<file path="config.mk">
export PLATFORM = sky130hd
export DESIGN_NAME = word_pack_bridge
export DESIGN_NICKNAME = d
export VERILOG_FILES = /design/src/rtl/wpk_pkg.sv /design/src/rtl/wpk_cfg.sv /design/src/rtl/wpk_tx_unpack.sv /design/src/rtl/wpk_rx_pack.sv /design/src/rtl/word_pack_bridge.sv
export SDC_FILE = /design/constraint.sdc
export NUM_CORES = 1
export LEC_CHECK = 0
export BUFFER_PORTS_ARGS = -buffer_cell sky130_fd_sc_hd__buf_2
export CAP_MARGIN = 20
export CORE_MARGIN = 3
export CORE_UTILIZATION = 41
export DETAILED_ROUTE_END_ITERATION = 16
export GPL_ROUTABILITY_DRIVEN = 1
export HOLD_SLACK_MARGIN = 0.08
export PLACE_DENSITY_LB_ADDON = 0.3
export SYNTH_ARGS = -nofsm -noshare
export SYNTH_HDL_FRONTEND = slang
export SYNTH_HIERARCHICAL = 1
export SYNTH_SLANG_ARGS = --single-unit
</file>
<file path="constraint.sdc">
create_clock -name clk -period 6.1 [get_ports clk]
set_input_delay 0 -clock clk [delete_from_list [all_inputs] [get_ports clk]]
set_output_delay 0 -clock clk [all_outputs]
set_load 0.01 [all_outputs]
</file>
<file path="src/rtl/wpk_pkg.sv">
package wpk_pkg;
  localparam int ENTRY_W     = 32;
  localparam int CODE_W      = 2;
  localparam int LEN_W       = 5;
  localparam int UNIT_LG_MIN = 2;
  localparam int LG_W        = 3;
  localparam int SLOT_W      = $clog2(ENTRY_W >> UNIT_LG_MIN);
  localparam int SHAMT_W     = 8;

  typedef struct packed {
    logic              packed_mode;
    logic [CODE_W-1:0] code;
    logic [LEN_W-1:0]  len_m1;
  } cfg_t;

  function automatic logic [ENTRY_W-1:0] low_ones(input int unsigned n);
    logic [ENTRY_W:0] t;
    t = ((ENTRY_W+1)'(1) << n) - (ENTRY_W+1)'(1);
    return t[ENTRY_W-1:0];
  endfunction
endpackage

</file>
<file path="src/rtl/wpk_cfg.sv">
module wpk_cfg
  import wpk_pkg::*;
(
  input  logic               clk,
  input  logic               rst_n,
  input  logic               start,
  input  logic               packed_mode_i,
  input  logic [CODE_W-1:0]  code_i,
  input  logic [LEN_W-1:0]   len_m1_i,
  output logic [SLOT_W-1:0]  last_o,
  output logic [LG_W-1:0]    unit_lg_o,
  output logic [ENTRY_W-1:0] mask_o
);
  cfg_t cfg_q, cfg_d;
  logic [LG_W-1:0] lg;

  always_comb begin
    cfg_d = cfg_q;
    if (start) begin
      cfg_d.packed_mode = packed_mode_i;
      cfg_d.code        = code_i;
      cfg_d.len_m1      = len_m1_i;
    end
  end

  always_ff @(posedge clk or negedge rst_n) begin
    if (!rst_n) begin
      cfg_q.packed_mode <= 1'b0;
      cfg_q.code        <= '0;
      cfg_q.len_m1      <= '1;
    end else begin
      cfg_q <= cfg_d;
    end
  end

  always_comb begin
    lg = LG_W'(cfg_q.code) + LG_W'(UNIT_LG_MIN);
    if (cfg_q.packed_mode) begin
      unit_lg_o = lg;
      last_o    = SLOT_W'((ENTRY_W >> lg) - 1);
      mask_o    = low_ones(int'(unsigned'(32'd1) << lg));
    end else begin
      unit_lg_o = '0;
      last_o    = '0;
      mask_o    = low_ones(int'(cfg_q.len_m1) + 1);
    end
  end

  // configuration only moves on a start pulse
  p_cfg_hold_r9: assert property (@(posedge clk) disable iff (!rst_n)
    !start |=> $stable(cfg_q));
endmodule

</file>
<file path="src/rtl/wpk_tx_unpack.sv">
module wpk_tx_unpack
  import wpk_pkg::*;
(
  input  logic               clk,
  input  logic               rst_n,
  input  logic               clear,
  input  logic [SLOT_W-1:0]  last,
  input  logic [LG_W-1:0]    unit_lg,
  input  logic [ENTRY_W-1:0] mask,
  input  logic               ent_valid,
  input  logic [ENTRY_W-1:0] ent_data,
  output logic               ent_ready,
  output logic               word_valid,
  output logic [ENTRY_W-1:0] word_data,
  input  logic               word_ready
);
  logic               have_q, have_d;
  logic [SLOT_W-1:0]  slot_q, slot_d;
  logic [ENTRY_W-1:0] hold_q;
  logic               load, take;
  logic [SHAMT_W-1:0] shamt;

  assign ent_ready  = !have_q;
  assign word_valid = have_q;
  assign load       = ent_valid && !have_q;
  assign take       = have_q && word_ready;

  always_comb begin
    have_d = have_q;
    slot_d = slot_q;
    if (take) begin
      if (slot_q == last) have_d = 1'b0;
      else                slot_d = slot_q + 1'b1;
    end
    if (clear) begin
      have_d = 1'b0;
      slot_d = '0;
    end
    if (load) begin
      have_d = 1'b1;
      slot_d = '0;
    end
  end

  always_ff @(posedge clk or negedge rst_n) begin
    if (!rst_n) begin
      have_q <= 1'b0;
      slot_q <= '0;
    end else begin
      have_q <= have_d;
      slot_q <= slot_d;
    end
  end

  always_ff @(posedge clk) begin
    if (load) hold_q <= ent_data;
  end

  always_comb begin
    shamt     = SHAMT_W'(slot_q) << unit_lg;
    word_data = (hold_q >> shamt) & mask;
  end

  // an offered word stays put under back-pressure
  p_hold_word_r11: assert property (@(posedge clk) disable iff (!rst_n)
    word_valid && !word_ready && !clear |=> word_valid && $stable(word_data));
  // a loaded entry offers a word on the next cycle
  p_load_offers_r5: assert property (@(posedge clk) disable iff (!rst_n)
    ent_valid && ent_ready |=> word_valid);
  // no pop while the current entry is stalled
  p_no_pop_busy_r5: assert property (@(posedge clk) disable iff (!rst_n)
    word_valid && !word_ready && !clear |=> !ent_ready);
endmodule

</file>
<file path="src/rtl/wpk_rx_pack.sv">
module wpk_rx_pack
  import wpk_pkg::*;
(
  input  logic               clk,
  input  logic               rst_n,
  input  logic               clear,
  input  logic               flush,
  input  logic [SLOT_W-1:0]  last,
  input  logic [LG_W-1:0]    unit_lg,
  input  logic [ENTRY_W-1:0] mask,
  input  logic               word_valid,
  input  logic [ENTRY_W-1:0] word_data,
  output logic               word_ready,
  output logic               ent_valid,
  output logic [ENTRY_W-1:0] ent_data,
  input  logic               ent_ready
);
  logic [ENTRY_W-1:0] acc_q, acc_d, od_q, od_d, placed, merged;
  logic [SLOT_W-1:0]  slot_q, slot_d;
  logic               pend_q, pend_d, ov_q, ov_d;
  logic               accept, freq;
  logic [SHAMT_W-1:0] shamt;

  assign word_ready = !ov_q;
  assign ent_valid  = ov_q;
  assign ent_data   = od_q;
  assign accept     = word_valid && !ov_q;
  assign freq       = flush || pend_q;

  always_comb begin
    shamt  = SHAMT_W'(slot_q) << unit_lg;
    placed = (word_data & mask) << shamt;
    merged = acc_q | placed;
  end

  always_comb begin
    acc_d  = acc_q;
    slot_d = slot_q;
    pend_d = pend_q;
    ov_d   = ov_q;
    od_d   = od_q;
    if (ov_q) begin
      if (ent_ready) ov_d = 1'b0;
      if (flush)     pend_d = 1'b1;
    end else if (accept) begin
      if (slot_q == last || freq) begin
        ov_d   = 1'b1;
        od_d   = merged;
        acc_d  = '0;
        slot_d = '0;
        pend_d = 1'b0;
      end else begin
        acc_d  = merged;
        slot_d = slot_q + 1'b1;
      end
    end else if (freq) begin
      pend_d = 1'b0;
      if (slot_q != '0) begin
        ov_d   = 1'b1;
        od_d   = acc_q;
        acc_d  = '0;
        slot_d = '0;
      end
    end
    if (clear) begin
      acc_d  = '0;
      slot_d = '0;
      pend_d = 1'b0;
    end
  end

  always_ff @(posedge clk or negedge rst_n) begin
    if (!rst_n) begin
      acc_q  <= '0;
      slot_q <= '0;
      pend_q <= 1'b0;
      ov_q   <= 1'b0;
    end else begin
      acc_q  <= acc_d;
      slot_q <= slot_d;
      pend_q <= pend_d;
      ov_q   <= ov_d;
    end
  end

  always_ff @(posedge clk) begin
    if (!ov_q) od_q <= od_d;
  end

  // a pending entry holds until taken
  p_hold_entry_r11: assert property (@(posedge clk) disable iff (!rst_n)
    ent_valid && !ent_ready |=> ent_valid && $stable(ent_data));
  // a single-unit entry is emitted right after each accepted word
  p_single_emit_r7: assert property (@(posedge clk) disable iff (!rst_n)
    accept && (last == '0) |=> ent_valid);
  // flushing an empty accumulator emits nothing
  p_flush_empty_r8: assert property (@(posedge clk) disable iff (!rst_n)
    !ov_q && !word_valid && flush && !pend_q && (slot_q == '0) |=> !ent_valid);
endmodule

</file>
<file path="src/rtl/word_pack_bridge.sv">
module word_pack_bridge
  import wpk_pkg::*;
(
  input  logic               clk,
  input  logic               rst_n,
  input  logic               start,
  input  logic               packed_mode,
  input  logic [CODE_W-1:0]  pack_code,
  input  logic [LEN_W-1:0]   word_len_m1,
  input  logic               tx_ent_valid,
  input  logic [ENTRY_W-1:0] tx_ent_data,
  output logic               tx_ent_ready,
  output logic               tx_word_valid,
  output logic [ENTRY_W-1:0] tx_word_data,
  input  logic               tx_word_ready,
  input  logic               rx_word_valid,
  input  logic [ENTRY_W-1:0] rx_word_data,
  output logic               rx_word_ready,
  output logic               rx_ent_valid,
  output logic [ENTRY_W-1:0] rx_ent_data,
  input  logic               rx_ent_ready,
  input  logic               flush
);
  logic [1:0]         rst_q;
  logic               rst_int_n;
  logic [SLOT_W-1:0]  last;
  logic [LG_W-1:0]    unit_lg;
  logic [ENTRY_W-1:0] mask;

  always_ff @(posedge clk or negedge rst_n) begin
    if (!rst_n) rst_q <= 2'b00;
    else        rst_q <= {rst_q[0], 1'b1};
  end
  assign rst_int_n = rst_q[1];

  wpk_cfg u_cfg (
    .clk(clk), .rst_n(rst_int_n), .start(start),
    .packed_mode_i(packed_mode), .code_i(pack_code), .len_m1_i(word_len_m1),
    .last_o(last), .unit_lg_o(unit_lg), .mask_o(mask)
  );

  wpk_tx_unpack u_tx (
    .clk(clk), .rst_n(rst_int_n), .clear(start),
    .last(last), .unit_lg(unit_lg), .mask(mask),
    .ent_valid(tx_ent_valid), .ent_data(tx_ent_data), .ent_ready(tx_ent_ready),
    .word_valid(tx_word_valid), .word_data(tx_word_data), .word_ready(tx_word_ready)
  );

  wpk_rx_pack u_rx (
    .clk(clk), .rst_n(rst_int_n), .clear(start), .flush(flush),
    .last(last), .unit_lg(unit_lg), .mask(mask),
    .word_valid(rx_word_valid), .word_data(rx_word_data), .word_ready(rx_word_ready),
    .ent_valid(rx_ent_valid), .ent_data(rx_ent_data), .ent_ready(rx_ent_ready)
  );
endmodule

</file>
==> flow_summary_export.csv <==
group,metric,value,unit
detailed_routing,drc,0,
yosys,synth_area_per_cell,8.69,µm²
status,outcome,"complete, no violations",
critical_path,cp_max_fo,17,
sta,hold_viol_final,0,
clocking,post-cts-setup-buffers,0,
detailed_routing,wl_per_cell,22.1,µm
placement,place.port_buffers,147,
clocking,h-tree-depth,4,
sta,drv_slew,0,
detailed_routing,drt-met1-wl,16100,µm
detailed_routing,drt_iter0_markers,1178,
clocking,cts.sinks,115,
yosys,synthArstFlopShare,44.3,%
yosys,yosysUniqueCellTypes,99,
clocking,clockBufferDepth,2,
yosys,syn_nets,1188,
power_and_ir_drop,p_leak,4.88,nW
yosys,synthTopCellsByArea,"edfxtp_1 (20%), dfrtp_1 (12%), mux2i_1 (6.8%)",
finish,regArea,3210,µm²
yosys,yosys_most_used_dff,"edfxtp_1",
critical_path,crit_type,"reg2reg",
clocking,cts_buffers,17,
sta,skew,0.0124,ns
yosys,yosysSeqAreaShare,33.4,%
sta,min_period_over_period,92.7,%
sta,relSlewSlack,29.8,%
detailed_routing,wl_met2,15100,µm
detailed_routing,antenna_left,0,
clocking,clk_pin_slew,0.07,ns
finish,drive_above_1_share,22.0,%
yosys,ys_ff_latch,115,
floorplanning,rows,55,
yosys,synthesis.area,9590,µm²
placement,place_congestion,0.997,
critical_path,arrival,5.96,ns
yosys,synth_top_area_share,20.0,%
detailed_routing,maxUsedRoutingLayer,"met4",
detailed_routing,dr_wl_met3,3450,µm
yosys,synth-edff-count,64,
yosys,yosysWarnings,6,
global_routing,grt_max_degree,50,
critical_path,setup.worst_path.end_class,"flop",
min_path,hold_class,"in2reg",
finish,final_util,51.5,%
sta,finalSetupTns,0,ns
yosys,yosysMostFrequentCell,"nand2_1",
global_routing,overflow,0,
power_and_ir_drop,worst_ir_drop_vdd,0.135,mV
floorplanning,fp.dieH,159,µm
power_and_ir_drop,p_per_area,266,nW/µm²
finish,nets,1365,
sta,rsz0062_at_grt,"false",
detailed_routing,routed-via-count,9962,
clocking,clk_latency,0.44,ns
yosys,synth_common_cells,"nand2_1 (138), nor2_1 (104), mux2i_1 (65)",
floorplanning,dieArea,25300,µm²
floorplanning,core,22800,µm²
critical_path,cp-start-kind,"flop",
placement,hpwl,26800,µm
critical_path,reg2reg_slack,0.45,ns
sta,max_freq,0.177,GHz
global_routing,grt_pass1_wl,55100,µm
finish,fill_cells,2190,
detailed_routing,finalWirelength,35500,µm
finish,multi_input_area,5950,µm²
critical_path,cp.required,6.41,ns
global_routing,grt_pass1_vias,9320,
detailed_routing,vias_per_cell,6.20,
finish,area_growth,22.3,%
floorplanning,io_pins,148,
sta,period_needed,5.65,ns
clocking,cts_tree,"done",
floorplanning,initial_utilization,42.1,%
yosys,synth_area_leader_cell,"edfxtp_1",
yosys,syn_inst,1103,
sta,tightest_slew,1.04,ns
flow_run,maxCapViolCount,0,
detailed_routing,drt-pass1-iter-count,6,
global_routing,antenna_found_initial,0,
finish,diodes,0,
sta,finalSetupViolCount,0,
global_routing,grt_usage,27.4,%
clocking,root_buffer,"clkbuf_16",
floorplanning,die_w,159,µm
## path summary, 6_finish.rpt
kind / startpoint / end / cells past startpoint
min in group asynchronous: rst_q[1] / u_tx/word_valid / 1
max in group asynchronous: rst_q[1] / u_rx/acc_q[13] / 1
worst min register to register: rst_q[0] / rst_q[1] / 0
worst min-delay path: tx_ent_valid / u_tx/hold_q[0] / 2
worst max-delay path: u_cfg/cfg_q[0] / u_rx/ent_data[31] / 20
worst max register to register: u_cfg/cfg_q[0] / u_rx/ent_data[31] / 20
## stage by stage
step	cells	hold WS [ns]	area [µm²]	worst slack [ns]	total power [mW]
3_5_place_dp	1518	-0.213	10600	0.575	2.05
5_1_grt	1606	0.161	11700	0.0498	3.25
6_report	1606	0.135	11700	0.447	3.12
4_1_cts	1605	0.126	11700	0.553	3.12
2_1_floorplan	1103	-0.296	9590	1.83	1.67
3_3_place_gp	1518	-0.214	10600	0.682	2.05
## report_power, final
group / internal [mW] / total (mW) / switching [mW]
Clock: 0.580 / 1.02 / 0.445
Combinational: 0.407 / 1.14 / 0.736
Sequential: 0.906 / 0.949 / 0.0424
Total: 1.89 / 3.12 / 1.22
## placed cells by master (no fill, tap or decap), types with 15 or more instances in the layout
| cell type | synthesis | final |
|---|---|---|
| buf_2 | 34 | 147 |
| nand2_1 | 138 | 138 |
| nor2_1 | 104 | 104 |
| mux2i_1 | 65 | 65 |
| edfxtp_1 | 64 | 64 |
| a21oi_1 | 56 | 56 |
| dlygate4sd3_1 | 0 | 55 |
| o21ai_0 | 53 | 53 |
| dfrtp_1 | 46 | 45 |
| nand3_1 | 36 | 36 |
| nor3_1 | 33 | 32 |
| buf_4 | 10 | 30 |
| o211ai_1 | 26 | 26 |
| mux2_2 | 19 | 19 |
| o22ai_1 | 19 | 19 |
| a32o_1 | 19 | 19 |
| inv_1 | 18 | 18 |
| o21a_1 | 18 | 18 |
| clkbuf_16 | 0 | 17 |
| a21o_1 | 17 | 17 |
| o21ai_1 | 15 | 15 |
| a32oi_1 | 15 | 15 |
## per-layer routing
layer | up-vias | global-route usage [%]
met1 | 4752 | 41.6
met2 | 572 | 39.7
met4 | 0 | 7.84
li1 | 4585 | -
met5 | - | 0
met3 | 53 | 5.14
## registers in the layout, indices dropped and copies added (netlist names)
signal	count
u_rx/ent_data	32
u_cfg/cfg_q	8
u_rx/acc_q	32
u_tx/word_valid	1
u_rx/ent_valid	1
u_tx/hold_q	32
u_rx/pend_q	1
rst_q	2
u_tx/slot_q	3
u_rx/slot_q	3
## cell type report
type / count / share of cell area, %
Inverter: 18 / 0.576
Clock buffer: 17 / 3.63
Tap cell: 313 / 3.34
Timing Repair Buffer: 233 / 12.9
Multi-Input combinational cell: 895 / 50.8
Sequential cell: 115 / 27.4
Clock inverter: 15 / 1.37
## timing repair
action | CTS | global route
hold endpoints to repair | 48 | 0
hold buffers | 55 | 0
resized for setup | 0 | 0
## worst max-delay path, cell delays in order, from the launching register on
cell	delay, ns
dfstp_2	0.76
ha_1	0.34
nand3_1	0.15
nor2b_1	0.20
nor3_2	0.16
buf_4	0.21
nand2_1	0.13
or4_1	0.43
ha_1	0.27
inv_1	0.19
a41oi_4	0.09
nor2_1	0.30
a31oi_1	0.12
o21ai_0	0.42
nand2_1	0.14
mux2i_1	0.30
a32oi_1	0.20
mux2i_1	0.38
mux2i_1	0.25
o211ai_1	0.31
a21o_1	0.16
## kinds of logic after synthesis
logic type	Yosys count	synth area share [%]
and+or+nand+nor	402	19.8
AOI/OAI and AO/OA	379	29.5
other	1	0.0391
xor gates and xnor gates	17	1.55
muxes	91	10.2
DFF	115	33.4
adders and majority gates	5	0.653
buffers and inverters	93	4.87
Note: power is estimated with default switching activity, not from simulation.
